==> config.mk <==
export PLATFORM = sky130hd
export DESIGN_NAME = pal_fmt_top
export DESIGN_NICKNAME = d
export VERILOG_FILES = /design/src/rtl/pal_pkg.sv /design/src/rtl/pal_store.sv /design/src/rtl/pal_packer.sv /design/src/rtl/pal_fmt_top.sv
export SDC_FILE = /design/constraint.sdc
export NUM_CORES = 2
export LEC_CHECK = 0
export BUFFER_PORTS_ARGS = -buffer_cell sky130_fd_sc_hd__buf_2
export CORE_UTILIZATION = 48
export CTS_BUF_LIST = sky130_fd_sc_hd__clkbuf_4
export DETAILED_ROUTE_END_ITERATION = 10
export PLACE_DENSITY = 0.66
export SYNTH_ARGS = -nofsm -noshare
export SYNTH_HDL_FRONTEND = slang
export SYNTH_SLANG_ARGS = --single-unit
==> constraint.sdc <==
create_clock -name clk -period 3.6 [get_ports clk]
set_input_delay 0.36 -clock clk [delete_from_list [all_inputs] [get_ports clk]]
set_output_delay 0.36 -clock clk [all_outputs]
set_load 0.005 [all_outputs]
==> src/rtl/pal_pkg.sv <==
package pal_pkg;

    localparam int IDX_W     = 8;
    localparam int DEPTH     = 1 << IDX_W;
    localparam int COL_W     = 5;
    localparam int ENTRY_W   = 3 * COL_W + 1;
    localparam int HOST_W    = 32;
    localparam int LANE_W    = 8;
    localparam int PANEL_W   = 3 * LANE_W;
    localparam int STN_W     = COL_W - 1;
    localparam int STN_BUS_W = 3 * STN_W;

    typedef enum logic [1:0] {
        FMT_STN_MONO  = 2'd0,
        FMT_STN_COLOR = 2'd1,
        FMT_TFT       = 2'd2,
        FMT_RESERVED  = 2'd3
    } fmt_e;

    typedef struct packed {
        logic             inten;
        logic [COL_W-1:0] blu;
        logic [COL_W-1:0] grn;
        logic [COL_W-1:0] red;
    } pal_entry_t;

endpackage

==> src/rtl/pal_store.sv <==
module pal_store
    import pal_pkg::*;
#(
    parameter int P_IDX_W   = IDX_W,
    parameter int P_ENTRY_W = ENTRY_W
) (
    input  logic                 clk,
    input  logic                 we,
    input  logic [P_IDX_W-1:0]   waddr,
    input  logic [P_ENTRY_W-1:0] wdata,
    input  logic                 re,
    input  logic [P_IDX_W-1:0]   raddr,
    output logic [P_ENTRY_W-1:0] rdata
);

    localparam int P_DEPTH = 1 << P_IDX_W;

    logic [P_ENTRY_W-1:0] mem_q [P_DEPTH];

    // Write and read share one edge; the read sees the pre-write word.
    always_ff @(posedge clk) begin
        if (we) begin
            mem_q[waddr] <= wdata;
        end
    end

    always_ff @(posedge clk) begin
        if (re) begin
            rdata <= mem_q[raddr];
        end
    end

endmodule

==> src/rtl/pal_packer.sv <==
module pal_packer
    import pal_pkg::*;
(
    input  pal_entry_t           entry,
    input  fmt_e                 fmt,
    input  logic                 valid,
    output logic [PANEL_W-1:0]   panel,
    output logic [STN_BUS_W-1:0] stn
);

    localparam int NLANE = 3;
    localparam int PAD_W = LANE_W - COL_W - 1;

    logic [COL_W-1:0]  lane_col [NLANE];
    logic [LANE_W-1:0] tft_lane [NLANE];
    logic [STN_W-1:0]  stn_lane [NLANE];
    logic [PANEL_W-1:0]   tft_bus;
    logic [STN_BUS_W-1:0] color_bus;
    logic [STN_BUS_W-1:0] mono_bus;

    // lane 0 red, lane 1 green, lane 2 blue
    assign lane_col[0] = entry.red;
    assign lane_col[1] = entry.grn;
    assign lane_col[2] = entry.blu;

    for (genvar k = 0; k < NLANE; k++) begin : g_lane
        assign tft_lane[k] = {lane_col[k], entry.inten, {PAD_W{1'b0}}};
        assign stn_lane[k] = lane_col[k][COL_W-1:1];
        assign tft_bus[k*LANE_W +: LANE_W]  = tft_lane[k];
        assign color_bus[k*STN_W +: STN_W]  = stn_lane[k];
    end

    assign mono_bus = {{(STN_BUS_W-STN_W){1'b0}}, stn_lane[0]};

    always_comb begin
        panel = '0;
        stn   = '0;
        if (valid) begin
            unique case (fmt)
                FMT_STN_MONO:  stn   = mono_bus;
                FMT_STN_COLOR: stn   = color_bus;
                FMT_TFT:       panel = tft_bus;
                FMT_RESERVED:  begin
                    panel = '0;
                    stn   = '0;
                end
                default:       begin
                    panel = '0;
                    stn   = '0;
                end
            endcase
        end
    end

endmodule

==> src/rtl/pal_fmt_top.sv <==
module pal_fmt_top
    import pal_pkg::*;
(
    input  logic                 clk,
    input  logic                 rst_n,
    input  logic                 wr_en,
    input  logic [IDX_W-1:0]     wr_addr,
    input  logic [HOST_W-1:0]    wr_data,
    input  logic [1:0]           mode,
    input  logic                 pix_valid,
    input  logic [IDX_W-1:0]     pix_index,
    output logic                 out_valid,
    output logic [PANEL_W-1:0]   panel_data,
    output logic [STN_BUS_W-1:0] stn_lanes
);

    logic [ENTRY_W-1:0] rd_word;
    logic               vld_q;
    fmt_e               fmt_q;
    pal_entry_t         ent;

    pal_store #(
        .P_IDX_W   (IDX_W),
        .P_ENTRY_W (ENTRY_W)
    ) i_store (
        .clk   (clk),
        .we    (wr_en),
        .waddr (wr_addr),
        .wdata (wr_data[ENTRY_W-1:0]),
        .re    (pix_valid),
        .raddr (pix_index),
        .rdata (rd_word)
    );

    always_ff @(posedge clk or negedge rst_n) begin
        if (!rst_n) begin
            vld_q <= 1'b0;
            fmt_q <= FMT_STN_MONO;
        end else begin
            vld_q <= pix_valid;
            if (pix_valid) begin
                fmt_q <= fmt_e'(mode);
            end
        end
    end

    assign ent       = pal_entry_t'(rd_word);
    assign out_valid = vld_q;

    pal_packer i_pack (
        .entry (ent),
        .fmt   (fmt_q),
        .valid (vld_q),
        .panel (panel_data),
        .stn   (stn_lanes)
    );

endmodule

**After elaboration in Yosys (flattened, before gate mapping)**

Memories as Yosys holds them, arrays and structs flattened. A register that Yosys moved wholly into a read port is not among the register bits.
Cells that the tools add are included.

- Input bits: 54
- Output and inout bits: 37
- Flip-flop bits (word level): 3
- RAM bits: 4096
- Memories kept: 1
- Logic and storage cells: 12

- Multiplexer cells: 6
- Eq/ne operators: 2
- Reduce and logical (&&, ||, !) cells: 1

Memory list:

| memory | words | width | rd ports | clocked after memory_dff | write ports | line | RTL |
|---|---|---|---|---|---|---|---|
| i_store.mem_q | 256 | 16 | 1 | 1 | 1 | pal_store.sv:18 | `logic [P_ENTRY_W-1:0] mem_q [P_DEPTH];` |

Operator list:

| cell | number |
|---|---|
| 24-bit two-way mux | 2 |
| 12-bit case mux with 2 select lines | 1 |
| 12-bit two-way mux | 1 |
| 2-bit by 1-bit equality test with 1-bit output (second input constant) | 1 |
| 2-bit equality test (second input constant) | 1 |
| 2-bit logical NOT | 1 |
| 1-bit two-way mux | 2 |

**Depth between registers and ports, before layout**

- Depth after elaboration: 3
- Depth in mapped cells: 13
- Mapped depth without buffers: 6

**By module**

From an unflattened synthesis, not the netlist that was laid out.

- Cell total of the unflattened synthesis: 7408
- Area total of the unflattened synthesis: 159369.1 um^2

By module, submodules not included:

| module | area each (um^2) | times used | cells each | seq. area each (um^2) |
|---|---|---|---|---|
| pal_store | 158874.9 | 1 | 7360 | 123478.4 |
| pal_packer | 396.6 | 1 | 43 | 0.0 |
| pal_fmt_top | 97.6 | 1 | 5 | 75.1 |

**Worst setup path after synthesis**

Ideal clock, no wire load.

- Path type: in2reg
- From: input port pix_index[0]
- To: register i_store.rdata[3], read port of i_store.mem_q, data pin
- Setup time: 0.260 ns
- Stages on the path: 9
- Buffers on the path: 3
- Data required time: 3.340 ns
- Setup slack: 0.877 ns
- Arrival time: 2.463 ns
- Cell sequence: buf_6 > buf_12 > buf_2 > mux4_2 > mux4_2 > a22o_1 > a211o_1 > o31ai_1 > nor3_1

RTL lines:

| item | line | RTL |
|---|---|---|
| from (decl) | pal_fmt_top.sv:11 | `input logic [IDX_W-1:0] pix_index,` |
| to (decl) | pal_store.sv:13 | `output logic [P_ENTRY_W-1:0] rdata` |

==> reports/metrics.csv <==
metric,value,unit
status,finished with violations,
violations,"capacitance limit, slew limit",
yosysTopAreaCellShare,77.2,%
power.clock.fraction,38.4,%
postRouteAntennaNets,0,
crit_type,reg2reg,
synth-main-ff-cell,edfxtp_1,
power,94.7,mW
grt_max_degree,129,
tightest_slew,1.63,ns
p_int,73.1,mW
die_h,579,um
finalSetupViolCount,0,
avgSynthCellArea,21.6,um2
antenna_found_initial,31,
power.share.sequential,55.9,%
cts-root-buf,clkbuf_4,
startpoint_type,register,
instances_no_fill,14000,
synth-edff-count,4112,
final_common_cell,edfxtp_1,
grt_usage,26.0,%
gp_congestion,0.921,
cts_buffer_depth,4,
netlist_area,160000,um2
drtIter0Drc,11700,
rsz0062_at_grt,false,
end_kind,register,
path_clk_slew,0.07,ns
grt_pass1_wl,615000,um
finalWirelength,437000,um
num_vias,85800,
cellPowerDensity,517,nW/um2
yosysWarnings,0,
fin_skew,0.114,ns
synth_area_leaders,"edfxtp_1 77%, mux4_2 11%, mux2i_1 3.6%",
dieArea,335000,um2
period_minus_slack,3.58,ns
rows,211,
cts_tree,yes,
p_switching,21.6,mW
grt-ovfl-total,0,
drc_errors,0,
cts_max_level,6,
insertion_delay,1.46,ns
port_buffers,68,
io_pins,91,
cp.arrival,4.78,ns
required,4.80,ns
comb_power_share,5.7,%
mostFrequentLayoutCells,"4112 x edfxtp_1, 1384 x clkbuf_4, 777 x mux4_2, 697 x buf_4, 582 x mux2i_1",
max-slew-margin-rel,-9.44,%
hpwl,263000,um
drtPass1Iterations,6,
yosysSeqAreaShare,77.3,%
die_w,579,um
hold_viol_final,0,
cts_num_sinks,4115,
hold_class,in2reg,
path_max_fanout,1,
yosys.area.top_type,edfxtp_1,
core_region_area,331000,um2
hold_ws,0.172,ns
syn_inst,7396,
yosys.cell_types.count,67,
dp_cells,12200,
syn_to_final_growth,14.5,%
slew_violations,2,
ys_seq_elements,4115,
p_sw_share,22.8,%
peakVddDrop,0.275,mV
async_reset_ff_share,0.0729,%
cts_buffers,962,
rrSetupSlack,0.02,ns
wire_per_inst,31.3,um
grt_pass1_vias,85500,
fmax,279,MHz
start_util,48.3,%
max-cap-violations,1,
fin_nets,8912,
fin_crit_sh,99.5,%
viasPerCell,6.14,
final_layout_size_suffix_gt1_share,33.5,%
power.static_leakage,60.3,nW
critical path: stages, from the launching register on:
cell and delay (ns):
edfxtp_1 0.36, mux4_2 0.48, mux4_2 0.53, a22o_1 0.31, nor4_1 1.25, buf_4 0.35, nor4_1 0.08
power by group through the flow:
| stage | clock network (mW) | logic (mW) | registers [mW] |
|---|---|---|---|
| after detailed placement | 0 | 5.27 | 53.9 |
| final | 36.3 | 5.43 | 52.9 |
| after global routing | 39.2 | 5.61 | 52.9 |
| after floorplan | 0 | 2.68 | 53.9 |
| after CTS | 37.0 | 5.38 | 52.9 |
| after global placement | 0 | 5.17 | 53.9 |
state kept, by name, indices dropped and copies added, names as in the netlist:
name,flops
i_store.rdata,16
i_store.mem_q,4096
fmt_q,2
out_valid,1
worst paths after layout:
check	from	end	cells past startpoint
max	i_store.mem_q[147][4]$_DFFE_PP_	i_store.rdata[4]$_DFFE_PP_	6
min	wr_data[6]	i_store.mem_q[28][6]$_DFFE_PP_	2
max reg2reg	i_store.mem_q[147][4]$_DFFE_PP_	i_store.rdata[4]$_DFFE_PP_	6
min reg2reg	fmt_q[1]$_DFFE_PN0P_	fmt_q[1]$_DFFE_PN0P_	2
max in group asynchronous	rst_n	fmt_q[0]$_DFFE_PN0P_	4
min in group asynchronous	rst_n	fmt_q[1]$_DFFE_PN0P_	4
routing by layer:
metal	vias up	share of wire, %	track usage, %
met3	751	11	5.89
met4	10	4.0	11.4
met2	5399	46	39.6
met1	44600	39	36.1
li1	35000	-	-
met5	-	0.014	0
synthesized netlist by cell type, types with 45 or more instances:
library cell  number
a21oi_1          124
buf_2             94
buf_8             45
clkbuf_1         183
edfxtp_1        4112
mux2i_1          582
mux4_2           777
nand2_1           77
nand3_1           46
nor2_1           288
nor3_1           117
o221ai_1         242
o22ai_1          116
per-stage QoR:
stage          utilization [%]  cell area [um2]  setup TNS [ns]  worst slack, ns
2_1_floorplan                -           160000               0            0.877
3_3_place_gp              51.5           170000           -2.88           -0.666
3_5_place_dp              51.5           170000           -3.01           -0.694
4_1_cts                   55.3           183000               0            0.118
5_1_grt                   55.3           183000               0           0.0764
6_report                  55.3           183000               0           0.0197
timing repair:
item                                     CTS  global route
gates resized for setup                    0             1
endpoints found under the hold margin   7431             0
setup buffers                              0             0
endpoints found under the setup margin     0             1
hold buffers                              74             0
cells by family (layout without fill, tap and decap cells):
logic type / after synthesis / count (layout) / share of synthesized area, %
compound gates: 687 / 687 / 3.17
buf+inv: 462 / 2640 / 2.05
flops: 4115 / 4115 / 77.3
mux: 1435 / 1435 / 15.5
other cells: 1 / 28 / 0.00235
simple gates: 696 / 696 / 2.05
final cells by class:
type / instances / area [um2]
Clock buffer: 1384 / 10400
Antenna cell: 22 / 55.1
Inverter: 6 / 35.0
Sequential cell: 4115 / 124000
Clock inverter: 301 / 1540
Tap cell: 4366 / 5460
Fill cell: 24900 / 148000
Timing Repair Buffer: 949 / 8790
Multi-Input combinational cell: 2824 / 33300
No activity file was read; power rests on OpenSTA's default activity.
